==> config.mk <==
export PLATFORM = sky130hd
export DESIGN_NAME = eprom_prog_seq
export DESIGN_NICKNAME = d
export VERILOG_FILES = /design/src/rtl/eprom_seq_pkg.sv /design/src/rtl/eprom_interval_timer.sv /design/src/rtl/eprom_pin_map.sv /design/src/rtl/eprom_verify_cmp.sv /design/src/rtl/eprom_seq_fsm.sv /design/src/rtl/eprom_prog_seq.sv
export SDC_FILE = /design/constraint.sdc
export NUM_CORES = 1
export LEC_CHECK = 0
export BUFFER_PORTS_ARGS = -buffer_cell sky130_fd_sc_hd__clkbuf_2
export CAP_MARGIN = 20
export CELL_PAD_IN_SITES_DETAIL_PLACEMENT = 1
export CELL_PAD_IN_SITES_GLOBAL_PLACEMENT = 1
export CORE_MARGIN = 4
export CORE_UTILIZATION = 33
export DETAILED_ROUTE_END_ITERATION = 12
export PLACE_DENSITY = 0.73
export SETUP_SLACK_MARGIN = 0.02
export SYNTH_ARGS = -nofsm -noshare
export SYNTH_HDL_FRONTEND = slang
export SYNTH_SLANG_ARGS = --single-unit
==> constraint.sdc <==
create_clock -name clk -period 1.9 [get_ports clk]
set_input_delay 0.57 -clock clk [delete_from_list [all_inputs] [get_ports clk]]
set_output_delay 0.57 -clock clk [all_outputs]
set_load 0.01 [all_outputs]
==> src/rtl/eprom_seq_pkg.sv <==
`timescale 1ns/1ps
package eprom_seq_pkg;

  typedef enum logic [3:0] {
    S_IDLE,
    S_VCC_UP,
    S_SETUP,
    S_PULSE,
    S_DHOLD,
    S_RELEASE,
    S_READ,
    S_FLOAT,
    S_VPP_DOWN,
    S_DONE
  } seq_state_e;

  typedef struct packed {
    logic vcc_en;
    logic vpp_en;
    logic ce_n;
    logic oe_n;
    logic pgm_n;
    logic dq_oe;
  } pin_set_t;

  localparam pin_set_t PINS_REST = '{vcc_en: 1'b0, vpp_en: 1'b0, ce_n: 1'b1,
                                     oe_n: 1'b1, pgm_n: 1'b1, dq_oe: 1'b0};

  // Round an interval up to whole clock cycles, never fewer than one.
  function automatic int unsigned ns_to_cycles(input int unsigned ns,
                                               input int unsigned clk_ns);
    int unsigned c;
    c = (ns + clk_ns - 1) / clk_ns;
    if (c == 0) c = 1;
    return c;
  endfunction

  function automatic int unsigned max_u(input int unsigned a, input int unsigned b);
    return (a > b) ? a : b;
  endfunction

endpackage

==> src/rtl/eprom_interval_timer.sv <==
`timescale 1ns/1ps
module eprom_interval_timer #(
  parameter int unsigned CNT_W = 8
) (
  input  logic             clk,
  input  logic             rst,
  input  logic             load,
  input  logic [CNT_W-1:0] load_val,
  output logic             expired
);

  logic [CNT_W-1:0] cnt_q;

  always_ff @(posedge clk) begin
    if (rst) begin
      cnt_q <= '0;
    end else if (load) begin
      cnt_q <= load_val;
    end else if (cnt_q != '0) begin
      cnt_q <= cnt_q - 1'b1;
    end
  end

  assign expired = (cnt_q == '0);

endmodule

==> src/rtl/eprom_pin_map.sv <==
`timescale 1ns/1ps
module eprom_pin_map
  import eprom_seq_pkg::*;
(
  input  seq_state_e st,
  output pin_set_t   pins
);

  always_comb begin
    pins = PINS_REST;
    unique case (st)
      S_IDLE, S_DONE: pins = PINS_REST;
      S_VCC_UP: begin
        pins.vcc_en = 1'b1;
      end
      S_SETUP, S_DHOLD: begin
        pins.vcc_en = 1'b1;
        pins.vpp_en = 1'b1;
        pins.ce_n   = 1'b0;
        pins.dq_oe  = 1'b1;
      end
      S_PULSE: begin
        pins.vcc_en = 1'b1;
        pins.vpp_en = 1'b1;
        pins.ce_n   = 1'b0;
        pins.dq_oe  = 1'b1;
        pins.pgm_n  = 1'b0;
      end
      S_RELEASE: begin
        pins.vcc_en = 1'b1;
        pins.vpp_en = 1'b1;
        pins.ce_n   = 1'b0;
      end
      S_READ: begin
        pins.vcc_en = 1'b1;
        pins.vpp_en = 1'b1;
        pins.ce_n   = 1'b0;
        pins.oe_n   = 1'b0;
      end
      S_FLOAT: begin
        pins.vcc_en = 1'b1;
        pins.vpp_en = 1'b1;
      end
      S_VPP_DOWN: begin
        pins.vcc_en = 1'b1;
      end
      default: pins = PINS_REST;
    endcase
  end

endmodule

==> src/rtl/eprom_verify_cmp.sv <==
`timescale 1ns/1ps
module eprom_verify_cmp #(
  parameter int unsigned DATA_W = 8
) (
  input  logic              clk,
  input  logic              rst,
  input  logic              capture,
  input  logic [DATA_W-1:0] rd_data,
  input  logic [DATA_W-1:0] wr_data,
  output logic              match
);

  logic [DATA_W-1:0] diff;

  for (genvar i = 0; i < DATA_W; i++) begin : g_bit
    assign diff[i] = rd_data[i] ^ wr_data[i];
  end

  always_ff @(posedge clk) begin
    if (rst) begin
      match <= 1'b0;
    end else if (capture) begin
      match <= ~|diff;
    end
  end

endmodule

==> src/rtl/eprom_seq_fsm.sv <==
`timescale 1ns/1ps
module eprom_seq_fsm
  import eprom_seq_pkg::*;
#(
  parameter int unsigned CNT_W    = 16,
  parameter int unsigned N_RAIL   = 200,
  parameter int unsigned N_SETUP  = 200,
  parameter int unsigned N_PULSE  = 20000,
  parameter int unsigned N_DHOLD  = 200,
  parameter int unsigned N_VALID  = 20,
  parameter int unsigned N_FLOAT  = 12
) (
  input  logic             clk,
  input  logic             rst,
  input  logic             cmd,
  input  logic             expired,
  output seq_state_e       state_q,
  output seq_state_e       state_d,
  output logic             load,
  output logic [CNT_W-1:0] load_val,
  output logic             accept,
  output logic             capture
);

  always_comb begin
    state_d = state_q;
    unique case (state_q)
      S_IDLE:     if (cmd)     state_d = S_VCC_UP;
      S_VCC_UP:   if (expired) state_d = S_SETUP;
      S_SETUP:    if (expired) state_d = S_PULSE;
      S_PULSE:    if (expired) state_d = S_DHOLD;
      S_DHOLD:    if (expired) state_d = S_RELEASE;
      S_RELEASE:  if (expired) state_d = S_READ;
      S_READ:     if (expired) state_d = S_FLOAT;
      S_FLOAT:    if (expired) state_d = S_VPP_DOWN;
      S_VPP_DOWN: if (expired) state_d = S_DONE;
      S_DONE:                  state_d = S_IDLE;
      default:                 state_d = S_IDLE;
    endcase
  end

  // Each state lasts exactly its count: load count-1 on entry, leave at zero.
  always_comb begin
    unique case (state_d)
      S_VCC_UP, S_VPP_DOWN: load_val = CNT_W'(N_RAIL - 1);
      S_SETUP:              load_val = CNT_W'(N_SETUP - 1);
      S_PULSE:              load_val = CNT_W'(N_PULSE - 1);
      S_DHOLD:              load_val = CNT_W'(N_DHOLD - 1);
      S_READ:               load_val = CNT_W'(N_VALID - 1);
      S_FLOAT:              load_val = CNT_W'(N_FLOAT - 1);
      default:              load_val = '0;
    endcase
  end

  assign load    = (state_d != state_q);
  assign accept  = (state_q == S_IDLE) && cmd;
  assign capture = (state_q == S_READ) && expired;

  always_ff @(posedge clk) begin
    if (rst) state_q <= S_IDLE;
    else     state_q <= state_d;
  end

endmodule

==> src/rtl/eprom_prog_seq.sv <==
`timescale 1ns/1ps
module eprom_prog_seq
  import eprom_seq_pkg::*;
#(
  parameter int unsigned ADDR_W        = 15,
  parameter int unsigned DATA_W        = 8,
  parameter int unsigned CLK_NS        = 5,
  parameter int unsigned T_RAIL_NS     = 1000,
  parameter int unsigned T_SETUP_NS    = 1000,
  parameter int unsigned T_PULSE_NS    = 100000,
  parameter int unsigned T_DHOLD_NS    = 1000,
  parameter int unsigned T_RD_VALID_NS = 100,
  parameter int unsigned T_FLOAT_NS    = 60
) (
  input  logic              clk,
  input  logic              rst,
  input  logic              cmd,
  input  logic [ADDR_W-1:0] cmd_addr,
  input  logic [DATA_W-1:0] cmd_data,
  output logic [ADDR_W-1:0] rom_addr,
  output logic [DATA_W-1:0] rom_dq_out,
  output logic              rom_dq_oe,
  input  logic [DATA_W-1:0] rom_dq_in,
  output logic              rom_ce_n,
  output logic              rom_oe_n,
  output logic              rom_pgm_n,
  output logic              vcc_en,
  output logic              vpp_en,
  output logic              busy,
  output logic              done,
  output logic              pass
);

  localparam int unsigned N_RAIL  = ns_to_cycles(T_RAIL_NS, CLK_NS);
  localparam int unsigned N_SETUP = ns_to_cycles(T_SETUP_NS, CLK_NS);
  localparam int unsigned N_PULSE = ns_to_cycles(T_PULSE_NS, CLK_NS);
  localparam int unsigned N_DHOLD = ns_to_cycles(T_DHOLD_NS, CLK_NS);
  localparam int unsigned N_VALID = ns_to_cycles(T_RD_VALID_NS, CLK_NS);
  localparam int unsigned N_FLOAT = ns_to_cycles(T_FLOAT_NS, CLK_NS);
  localparam int unsigned N_MAX   = max_u(max_u(max_u(N_RAIL, N_SETUP), max_u(N_PULSE, N_DHOLD)),
                                          max_u(N_VALID, N_FLOAT));
  localparam int unsigned CNT_W   = $clog2(N_MAX + 1);

  seq_state_e        state_q, state_d;
  logic              load, expired, accept, capture;
  logic [CNT_W-1:0]  load_val;
  pin_set_t          pins_d, pins_q;
  logic [ADDR_W-1:0] addr_q;
  logic [DATA_W-1:0] data_q;
  logic              busy_q, done_q;

  eprom_seq_fsm #(
    .CNT_W(CNT_W), .N_RAIL(N_RAIL), .N_SETUP(N_SETUP), .N_PULSE(N_PULSE),
    .N_DHOLD(N_DHOLD), .N_VALID(N_VALID), .N_FLOAT(N_FLOAT)
  ) u_fsm (
    .clk(clk), .rst(rst), .cmd(cmd), .expired(expired),
    .state_q(state_q), .state_d(state_d), .load(load), .load_val(load_val),
    .accept(accept), .capture(capture)
  );

  eprom_interval_timer #(.CNT_W(CNT_W)) u_timer (
    .clk(clk), .rst(rst), .load(load), .load_val(load_val), .expired(expired)
  );

  eprom_pin_map u_pins (.st(state_d), .pins(pins_d));

  eprom_verify_cmp #(.DATA_W(DATA_W)) u_cmp (
    .clk(clk), .rst(rst), .capture(capture),
    .rd_data(rom_dq_in), .wr_data(data_q), .match(pass)
  );

  // Pins are registered from the next state so they change with the state.
  always_ff @(posedge clk) begin
    if (rst) begin
      pins_q <= PINS_REST;
      busy_q <= 1'b0;
      done_q <= 1'b0;
      addr_q <= '0;
      data_q <= '0;
    end else begin
      pins_q <= pins_d;
      busy_q <= (state_d != S_IDLE);
      done_q <= (state_d == S_DONE);
      if (accept) begin
        addr_q <= cmd_addr;
        data_q <= cmd_data;
      end
    end
  end

  assign rom_addr   = addr_q;
  assign rom_dq_out = data_q;
  assign rom_dq_oe  = pins_q.dq_oe;
  assign rom_ce_n   = pins_q.ce_n;
  assign rom_oe_n   = pins_q.oe_n;
  assign rom_pgm_n  = pins_q.pgm_n;
  assign vcc_en     = pins_q.vcc_en;
  assign vpp_en     = pins_q.vpp_en;
  assign busy       = busy_q;
  assign done       = done_q;

endmodule

Word-level counts from Yosys, hierarchy flattened
Cells that the tools add are included.
{"block": "op_classes", "add_sub_neg": 1, "n_eq_ne": 18, "muxes": 19, "bitwise_logic": 8, "n_reduce_logical": 14}
{"cell": "15-bit case mux with 4 select lines", "n": 1}
{"cell": "4-bit 2-to-1 mux", "n": 9}
{"cell": "4-bit case mux with 9 select lines", "n": 1}
{"cell": "4-bit by 3-bit equality test with 1-bit output, second input constant", "n": 8}
{"cell": "15-bit 2-to-1 mux", "n": 2}
{"cell": "4-bit by 2-bit equality test with 1-bit output, second input constant", "n": 4}
{"cell": "8-bit OR reduction", "n": 2}
{"cell": "15-bit zero test", "n": 1}
{"cell": "15-bit nonzero test", "n": 1}
{"cell": "15-bit by 1-bit subtractor with 15-bit output, second input constant", "n": 1}
{"cell": "4-bit equality test, second input constant", "n": 3}
{"cell": "4-bit by 1-bit equality test with 1-bit output, second input constant", "n": 2}
{"cell": "1-bit bitwise XOR", "n": 8}
{"cell": "1-bit 2-to-1 mux", "n": 6}
{"cell": "6-bit OR reduction", "n": 1}
{"cell": "5-bit OR reduction", "n": 1}
{"cell": "4-bit zero test", "n": 1}
{"cell": "4-bit != test", "n": 1}
{"cell": "4-bit nonzero test", "n": 1}
{"cell": "4-bit OR reduction", "n": 1}
{"cell": "3-bit OR reduction", "n": 1}
{"cell": "1-bit logical AND", "n": 2}
{"cell": "2-bit nonzero test", "n": 1}
{"cell": "1-bit zero test", "n": 1}
{"block": "word_totals", "register_bits": 51, "elab_cells": 73}

Depth between registers and ports, before layout
Gate-level depths: netlist of run 1.
{"block": "logic_depth", "ltp_word": 7, "depth_mapped": 8}

Modules after synthesis
Synthesis of run 1 repeated with hierarchy kept, for this count alone.
{"block": "unflattened", "cells_unflattened": 287, "hier_area_um2": 2636.3}
{"module": "eprom_prog_seq", "n_inst": 1, "cells_per_inst": 93, "area_each_um2": 1058.5, "seq_area_each_um2": 620.6}
{"module": "eprom_interval_timer", "n_inst": 1, "cells_per_inst": 102, "area_each_um2": 898.4, "seq_area_each_um2": 300.3}
{"module": "eprom_seq_fsm", "n_inst": 1, "cells_per_inst": 66, "area_each_um2": 478.0, "seq_area_each_um2": 80.1}
{"module": "eprom_verify_cmp", "n_inst": 1, "cells_per_inst": 14, "area_each_um2": 122.6, "seq_area_each_um2": 20.0}
{"module": "eprom_pin_map", "n_inst": 1, "cells_per_inst": 12, "area_each_um2": 78.8, "seq_area_each_um2": 0.0}

Least setup slack after synthesis of run 1
No wires, ideal clock.
{"block": "synth_path", "path_kind": "in2reg", "startpoint": "in cmd", "endpoint": "reg pins_q (netlist bit rom_pgm_n)", "arrival_ps": 1827, "required_time_ps": 1773, "setup_slack_ps": -54, "stages": 4, "path_buffers": 0, "path_cell_list": "or4b_1 nor2_1 nor3_1 or3b_1"}
{"block": "synth_via", "elab_chain_len": 4}
{"element": "start, declared", "line_no": "eprom_prog_seq.sv:17", "rtl": "input logic cmd,"}
{"element": "4-bit 2-to-1 mux", "line_no": "eprom_seq_fsm.sv:28", "rtl": "S_IDLE: if (cmd) state_d = S_VCC_UP;"}
{"element": "4-bit case mux with 9 select lines", "line_no": "eprom_seq_fsm.sv:27", "rtl": "unique case (state_q)"}
{"element": "4-bit by 2-bit equality test with 1-bit output", "line_no": "eprom_pin_map.sv:11", "rtl": "unique case (st)"}
{"element": "1-bit 2-to-1 mux", "line_no": "eprom_pin_map.sv:11"}
{"element": "end signal, assigned", "line_no": "eprom_prog_seq.sv:81", "rtl": "pins_q <= pins_d;"}
{"element": "end, declared", "line_no": "eprom_prog_seq.sv:47", "rtl": "pin_set_t pins_d, pins_q;"}
Every way passes these cells.
A chain may end at the register's enable or synchronous reset.

Worst setup path after layout of run 1
{"block": "layout_path", "startpoint": "reg u_timer.cnt_q[0]", "endpoint": "reg u_timer.cnt_q[7]"}
{"block": "layout_via", "elab_chain_len": 7}
{"element": "start, declared", "line_no": "eprom_interval_timer.sv:12", "rtl": "logic [CNT_W-1:0] cnt_q;"}
{"element": "start signal, assigned", "line_no": "eprom_interval_timer.sv:18", "rtl": "cnt_q <= load_val;"}
{"element": "start signal, assigned", "line_no": "eprom_interval_timer.sv:20", "rtl": "cnt_q <= cnt_q - 1'b1;"}
{"element": "15-bit zero test", "line_no": "eprom_interval_timer.sv:24", "rtl": "assign expired = (cnt_q == '0);"}
{"element": "4-bit 2-to-1 mux, or another cell as far along", "line_no": "eprom_seq_fsm.sv:36", "rtl": "S_VPP_DOWN: if (expired) state_d = S_DONE;"}
{"element": "4-bit case mux with 9 select lines", "line_no": "eprom_seq_fsm.sv:27"}
{"element": "4-bit by 1-bit equality test with 1-bit output, or another cell as far along", "line_no": "eprom_seq_fsm.sv:44", "rtl": "unique case (state_d)"}
{"element": "4-bit OR reduction (no line)"}
{"element": "15-bit case mux with 4 select lines", "line_no": "eprom_seq_fsm.sv:44"}
{"element": "15-bit 2-to-1 mux", "line_no": "eprom_interval_timer.sv:17", "rtl": "end else if (load) begin"}
Several ways; a longest one is shown, not always the timed one. The select of a mux whose other input is x is not followed.

==> metrics.txt, run 1 <==
Multi-input gate area=1350 sq um; # setup viols final=0; Synth cell types=45; CP Data Required Time=2080 ps; Worst-Skew Late Latency=300 ps; VDD IR max=378 uV; core footprint=6790 sq um; largest net degree at the start of global routing=24; Port Buf Inserts=65; final setup margin=~56 ps; die area=~8400 sq um; DRT iter0 DRCs=132; row count=30; clock skew=~8.4 ps; first-pass GRT wire length=approximately 12 mm; Area after DPL=3010 sq um; hold_buf cts=0; fillers=829; vias in the first global route=around 2600; count of state elements after synthesis=51; CTS tree=built; Critical Path Fanout Max=7; fin. max-slew vios=0; f_max=between 500 and 600 MHz; WS Path Type=register to register; vias=approximately 2500; final wirelength=7.67 mm; root buffer cell=clkbuf_8; total I/O pin count=66; share of cells above drive strength 1=39.3%; DRC=0; die height=between 90 and 100 um; Worst Max-Slew Pin Slew=approximately 430 ps; H-tree levels=2; Routed Antenna Nets=0; initial antenna violation count=0; Netlist Area Pre-Place=2310 sq um; Layout area overhead=43.7%; clock slew at reported path FFs=90 ps; Core Util, Final=48.9%; GP Congestion=0.831; die width=91.7 um; main flop type after synthesis=dfxtp_1; initial cell density of the core=34.0%; PwrDens=1220 nW/um^2; WP data arrival=2020 ps; synthesized net count=roughly 320; dpl hpwl=5.37 mm; clock sinks=51; Layout Nets=between 400 and 500; Sequential Area=1020 sq um; Leakage=1.41 nW; CP startpoint kind=register; TNS Setup=0 ps; crit path time final=1840 ps; Synth Instances=288; post-synthesis async set-or-reset flop share=0%; grt total ovfl=0; sequential cell area fraction in the yosys report=44.2%; syn_area_per_cell=8.03 sq um; Place WS=-63.2 ps; TritonRoute pass-1 iters=4; CTS Buf Count=5; critical path's slowest cell=dfxtp_2; post-route cell area=3320 sq um; RSZ-0062 raised after global routing=yes; critical-path cell list=inv_2 > ha_4 > nor3b_4 > buf_4 > and4_4 > nand2_2 > o211ai_1 > a31oi_1; MaxCap Viol Count=0; Period Utilization, post-route=between 90 and 100%; top-area cell type share of the netlist area=between 40% and 50%; Final Hold Vio Count=0; max_slew headroom=71.0%; wire length per cell=~16 um; Post-synth EDFFs=0; Yosys warning total=0; area leader, netlist=dfxtp_1; synth top area cells=dfxtp_1 44%, nand2_1 9.3%, a21oi_1 8.2%; mean number of vias per cell=slightly above 5; GR Util All Layers=17.9%; Worst path max stage delay=around 330 ps; status=completed; worst min path class=register to register; Longest Clk Path Bufs=2; # diodes=0; Critical Path End Type=register
power breakdown:
part / switching (W) / internal, W
registers: 0.000174 / 0.00123
clock network: 0.000362 / 0.000387
logic: 0.000976 / 0.000931
total: 0.00151 / 0.00255
kinds of logic after synthesis:
group / count (synthesis) / synth area share, %
AND/OR/NAND/NOR: 129 / 27.8
multiplexers: 3 / 1.30
adder cells (fa/ha/maj): 1 / 0.541
buffers and inverters: 23 / 4.06
XOR/XNOR: 16 / 6.06
AO/OA/AOI/OAI: 65 / 16.1
flip-flops: 51 / 44.2
sequential cells by signal, summed over array words and instances (netlist names):
register,flops
done,1
vpp_en,1
vcc_en,1
rom_pgm_n,1
rom_ce_n,1
rom_oe_n,1
busy,1
rom_dq_out,8
u_fsm.state_q,4
rom_addr,15
u_timer.cnt_q,15
u_cmp.match,1
rom_dq_oe,1
through the flow:
stage | total power (W) | hold slack (ps) | cells
after CTS | 0.00382 | 466 | 485
after detailed placement | 0.00293 | 451 | 475
after global placement | 0.00289 | 442 | 475
after floorplan | 0.00226 | 481 | 288
final | 0.00406 | 461 | 488
after global routing | 0.00434 | 473 | 488
cell usage in the layout, fill, tap and decap left out, types with 3 or more instances in the layout:
| cell type | instances |
|---|---|
| buf_4 | 47 |
| dfxtp_1 | 49 |
| inv_1 | 4 |
| clkbuf_8 | 5 |
| o21ai_1 | 3 |
| a211oi_1 | 3 |
| nor2_1 | 17 |
| nand4_1 | 5 |
| xor2_1 | 3 |
| o21ai_0 | 8 |
| or3_1 | 5 |
| clkbuf_2 | 65 |
| a21oi_1 | 37 |
| xnor2_1 | 13 |
| a21oi_2 | 3 |
| nand3_1 | 6 |
| nor3_1 | 8 |
| nand3_2 | 4 |
| nand2_1 | 56 |
| nor4_4 | 3 |
metal layers:
metal	global-route usage, %	wire [um]	up-vias
met2	30.4	3840	65
met4	5.20	91	0
li1	-	-	1201
met3	3.86	299	8
met5	0	0	-
met1	22.8	3430	1211
path summary, 6_finish.rpt:
check | from | endpoint | slack (ps) | cells after the start
setup / recovery | u_timer.cnt_q[0]$_SDFFE_PP0P_ | u_timer.cnt_q[7]$_SDFFE_PP0P_ | 60 | 8
hold / removal | rom_addr[12]$_SDFFE_PP0P_ | rom_addr[12]$_SDFFE_PP0P_ | 460 | 2
setup reg to reg | u_timer.cnt_q[0]$_SDFFE_PP0P_ | u_timer.cnt_q[7]$_SDFFE_PP0P_ | 60 | 8
hold reg to reg | rom_addr[12]$_SDFFE_PP0P_ | rom_addr[12]$_SDFFE_PP0P_ | 460 | 2
cell type report:
class                           count  area share [%]
Clock buffer                        6            2.18
Inverter                            6           0.678
Multi-Input combinational cell    214            40.7
Sequential cell                    51            30.8
Tap cell                           96            3.62
Timing Repair Buffer              114            21.1
Clock inverter                      1           0.904
worst max-delay path: cells and delay by family (launching register included):
kind            cells  cell delay (ps)
flops               1              330
simple gates        3              620
fa+ha+maj           1              150
buf+inv             2              240
compound gates      2              390
cells in the mapped netlist, types with 2 or more instances:
| library cell | instances |
|---|---|
| buf_2 | 6 |
| a21oi_1 | 38 |
| a211oi_1 | 3 |
| nor2_1 | 19 |
| and4_1 | 2 |
| a21oi_2 | 2 |
| dfxtp_1 | 51 |
| nand3_1 | 10 |
| nor4_1 | 4 |
| nand3b_1 | 2 |
| clkbuf_1 | 11 |
| nand2_1 | 57 |
| inv_1 | 6 |
| xnor2_1 | 13 |
| or2_2 | 2 |
| xor2_1 | 3 |
| o21ai_0 | 11 |
| mux2i_1 | 3 |
| a21boi_0 | 2 |
| nand4_1 | 5 |
| or3_1 | 5 |
| nor3_1 | 10 |
repair_timing:
item / 4_1_cts / 5_1_grt
pin swaps: 2 / 6
gates resized for setup: 8 / 33
hold endpoints to repair: 0 / 0
setup endpoints to repair: 18 / 20
setup buffers: 3 / 3
Note: power is estimated with default switching activity, not from simulation.
==> run 2: changes to the inputs <==
--- a/config.mk
+++ b/config.mk
@@ -5,14 +5,15 @@
 export SDC_FILE = /design/constraint.sdc
 export NUM_CORES = 1
 export LEC_CHECK = 0
+export ABC_AREA = 1
 export BUFFER_PORTS_ARGS = -buffer_cell sky130_fd_sc_hd__clkbuf_2
 export CAP_MARGIN = 20
 export CELL_PAD_IN_SITES_DETAIL_PLACEMENT = 1
 export CELL_PAD_IN_SITES_GLOBAL_PLACEMENT = 1
 export CORE_MARGIN = 4
-export CORE_UTILIZATION = 33
+export CORE_UTILIZATION = 34
 export DETAILED_ROUTE_END_ITERATION = 12
-export PLACE_DENSITY = 0.73
+export PLACE_DENSITY = 0.74
 export SETUP_SLACK_MARGIN = 0.02
 export SYNTH_ARGS = -nofsm -noshare
 export SYNTH_HDL_FRONTEND = slang
==> run 2 against run 1 <==
  * The flow now finishes with violations (negative setup slack)
  * Highest routed layer unchanged
  * Core utilization shrank 0.40 points
  * Synthesized area grew 8.2%
  * Sequential power grew 13%
  * Hold slack lost 15 ps
  * Maximum frequency shrank 6.7%
  * Critical path depth grew 3
  * Largest cell class unchanged
  * Register-to-register slack lost 130 ps
  * Worst setup slack lost 130 ps
  * Global-route usage is essentially flat
  * Critical endpoint is now u_timer.cnt_q[4]$_SDFFE_PP0P_
  * Flip-flop and latch count is the same
==> metrics.txt, run 2 <==
status=finished with violations; failing checks=negative setup slack; crit path time final=1980 ps (+133 ps); wire length per cell=15.7 um (+0.23%); Longest Clk Path Bufs=2 (unchanged); most frequent cell on the critical path=nand2_4; VDD IR max=444 uV (+17%); Layout Nets=444 (+4.0%); RSZ-0062 raised after global routing=yes; WHS Path Cells=2 (unchanged); clock slew at reported path FFs=100 ps (about the same); count of state elements after synthesis=51 (unchanged); MaxCap Viol Count=0 (unchanged); CTS tree=built; Worst-Skew Late Latency=310 ps (about the same); clock sinks=51 (unchanged); Netlist Area Pre-Place=2500 sq um (+8.2%); Critical Path End Type=register; f_max=506 MHz (-6.7%); Synth cell types=32 (-29%); vias in the first global route=2647 (+2.6%); top-area cell type share of the netlist area=40.8% (-3.4 points); PwrDens=1630 nW/um^2 (+33%); Layout area overhead=39.8%; syn_area_per_cell=7.77 sq um (-3.2%); GP Congestion=0.863 (+3.9%); Power, Total=0.00569 W (+40%); dpl hpwl=5.18 mm (-3.5%); largest net degree at the start of global routing=47 (+96%); Worst Max-Slew Pin Slew=386 ps (-44.7 ps); worst min path class=register to register; main flop type after synthesis=dfxtp_1; initial cell density of the core=34.7% (+0.65 points); TNS Setup=-548 ps (-548 ps); die height=93.8 um (+2.3%); Post-synth EDFFs=0 (unchanged); commonest non-fill, non-tap cells in the layout=65 x clkbuf_2, 45 x dfxtp_1, 37 x inv_1; WS Path Type=register to register; Yosys warning total=0 (unchanged); critical-path cell list=nor2_4 > nand2_8 > nor2_8 > nand2_4 > nand2_4 > nand2_4 > inv_4 > nor2_4 > nand3_4 > o21ai_4 > a21oi_1; post-synthesis xor/xnor area fraction=6.65% (+0.59 points); TritonRoute pass-1 iters=4 (unchanged); simple-gate share of the synthesized area=27.0% (-0.81 points); Compound-Gate Fraction of Synth Area=16.5% (+0.32 points); die area=8800 sq um (+4.6%); Period Utilization, post-route=104% (+7.0 points); die width=93.8 um (+2.3%); largest family of logic cells by synthesized area=simple AND/OR/NAND/NOR gates; Reg2Reg Depth=11 (+3); final wirelength=8.02 mm (+4.5%); final setup margin=-77.0 ps (-133 ps); WP data arrival=2170 ps (+150 ps); Synth Instances=322 (+12%); WHS=447 ps (-14.8 ps); GR Util All Layers=17.9% (about the same); Worst Path Buf+Inv=1 (-1); post-synthesis mux area share=0% (-1.3 points); share of cells above drive strength 1=42.9% (+3.6 points); DRT iter0 DRCs=108 (-18%); Core Util, Final=48.5% (-0.40 points); Critical Path Fanout Max=6 (-1); area leader, netlist=dfxtp_1; commonest non-fill, non-tap cell in the layout=clkbuf_2; top cells by count, synth=51 x dfxtp_1, 41 x inv_1, 38 x a21oi_1; # setup viols final=12 (+12); root buffer cell=clkbuf_8; Port Buf Inserts=65 (unchanged); post-synthesis async set-or-reset flop share=0% (unchanged); # diodes=0 (unchanged); DRC=0 (unchanged); reg2reg setup slack=-80 ps (-130 ps); top-count cell post-synth=dfxtp_1; clock skew=6.38 ps (-2.03 ps); critical path depth=11 (+3); first-pass GRT wire length=12.6 mm (+1.5%); Final Hold Vio Count=0 (unchanged); H-tree levels=2 (unchanged); vias=2488 (+0.12%); CTS Buf Count=5 (unchanged); initial antenna violation count=0 (unchanged); fin. max-slew vios=0 (unchanged); Routed Antenna Nets=0 (unchanged); Worst path max stage delay=510 ps (+180 ps); CP startpoint kind=register; mean number of vias per cell=4.89 (-4.0%); core footprint=7210 sq um (+6.2%); grt total ovfl=0 (unchanged); Leakage=1.60 nW (+14%); CP Data Required Time=2090 ps (about the same); critical path's slowest cell=dfxtp_1; sequential cell area fraction in the yosys report=40.8% (-3.4 points); Crit path max-delay family=simple AND/OR/NAND/NOR gates; max_slew headroom=74.3% (+3.2 points); total I/O pin count=66 (unchanged); synthesized net count=357 (+11%); synth top area cells=dfxtp_1 41%, a21oi_1 7.6%, inv_1 6.2%; row count=31 (+3.3%); Post-Synth Adder-Cell Area=0.500% (-0.041 points)
[run 2: changes by cell type after synthesis, sizes merged, moves of 4 or more]
| cell | change |
|---|---|
| inv | +38 |
| nor2 | +19 |
| o21ai | +19 |
| xor2 | +10 |
| nand2 | -9 |
| xnor2 | -7 |
| or3 | -5 |
| nand4 | -4 |
[run 2: what timing repair did]
action / in CTS / in global routing
pin swaps: 13 / 18
gates cloned: 1 / 0
gates resized for setup: 21 / 43
setup buffers: 5 / 8
hold buffers: 0 / 0
setup endpoints to repair: 15 / 21
[run 2: worst register-to-register path, cell delays in order, from the launching register on]
cell and delay (ps):
dfxtp_1 510, nor2_4 110, nand2_8 120, nor2_8 70, nand2_4 110, nand2_4 60
nand2_4 100, inv_4 60, nor2_4 130, nand3_4 200, o21ai_4 310, a21oi_1 80
[run 2: kinds of logic after synthesis]
group / count (synthesis)
xor+xnor: 19
simple gates: 120
flops: 51
buf+inv: 55
compound gates: 76
fa+ha+maj: 1
[run 2: cell type report]
cell class	instances	area, sq um
flip-flops and latches	51	1030
inverters	44	170
multi-input cells	217	1510
fillers	909	3720
clock buffers	5	68.8
well taps	99	124
clock inverters	3	67.6
repair buffers	90	533
[run 2: per-stage QoR]
| stage | cell area (sq um) | instances | setup WS, ps |
|---|---|---|---|
| 4_1_cts | 3270 | 501 | 15.2 |
| 2_1_floorplan | 2500 | 322 | 137 |
| 5_1_grt | 3500 | 509 | -212 |
| 3_3_place_gp | 3000 | 487 | -109 |
| 6_report | 3500 | 509 | -77.0 |
| 3_5_place_dp | 3000 | 487 | -91.7 |
[run 2: final timing paths]
kind	endpoint	from
worst max register to register	u_timer.cnt_q[4]$_SDFFE_PP0P_	u_timer.cnt_q[3]$_SDFFE_PP0P_
worst min-delay path	rom_addr[0]$_SDFFE_PP0P_	rom_addr[0]$_SDFFE_PP0P_
worst min register to register	rom_addr[0]$_SDFFE_PP0P_	rom_addr[0]$_SDFFE_PP0P_
worst max-delay path	u_timer.cnt_q[4]$_SDFFE_PP0P_	u_timer.cnt_q[3]$_SDFFE_PP0P_
[run 2: layer usage]
metal | global-route usage [%] | wire [um] | vias to the layer above
li1 | - | - | 1220
met1 | 21.9 | 3370 | 1189
met2 | 31.0 | 4080 | 65
met3 | 4.25 | 381 | 14
met4 | 5.29 | 184 | 0
met5 | 0 | 0 | -
[run 2: power breakdown]
group | total (W) | switching (W) | internal [W]
Clock | 0.000916 | 0.000391 | 0.000525
Sequential | 0.00160 | 0.000251 | 0.00135
Combinational | 0.00318 | 0.00191 | 0.00126
Total | 0.00569 | 0.00256 | 0.00313
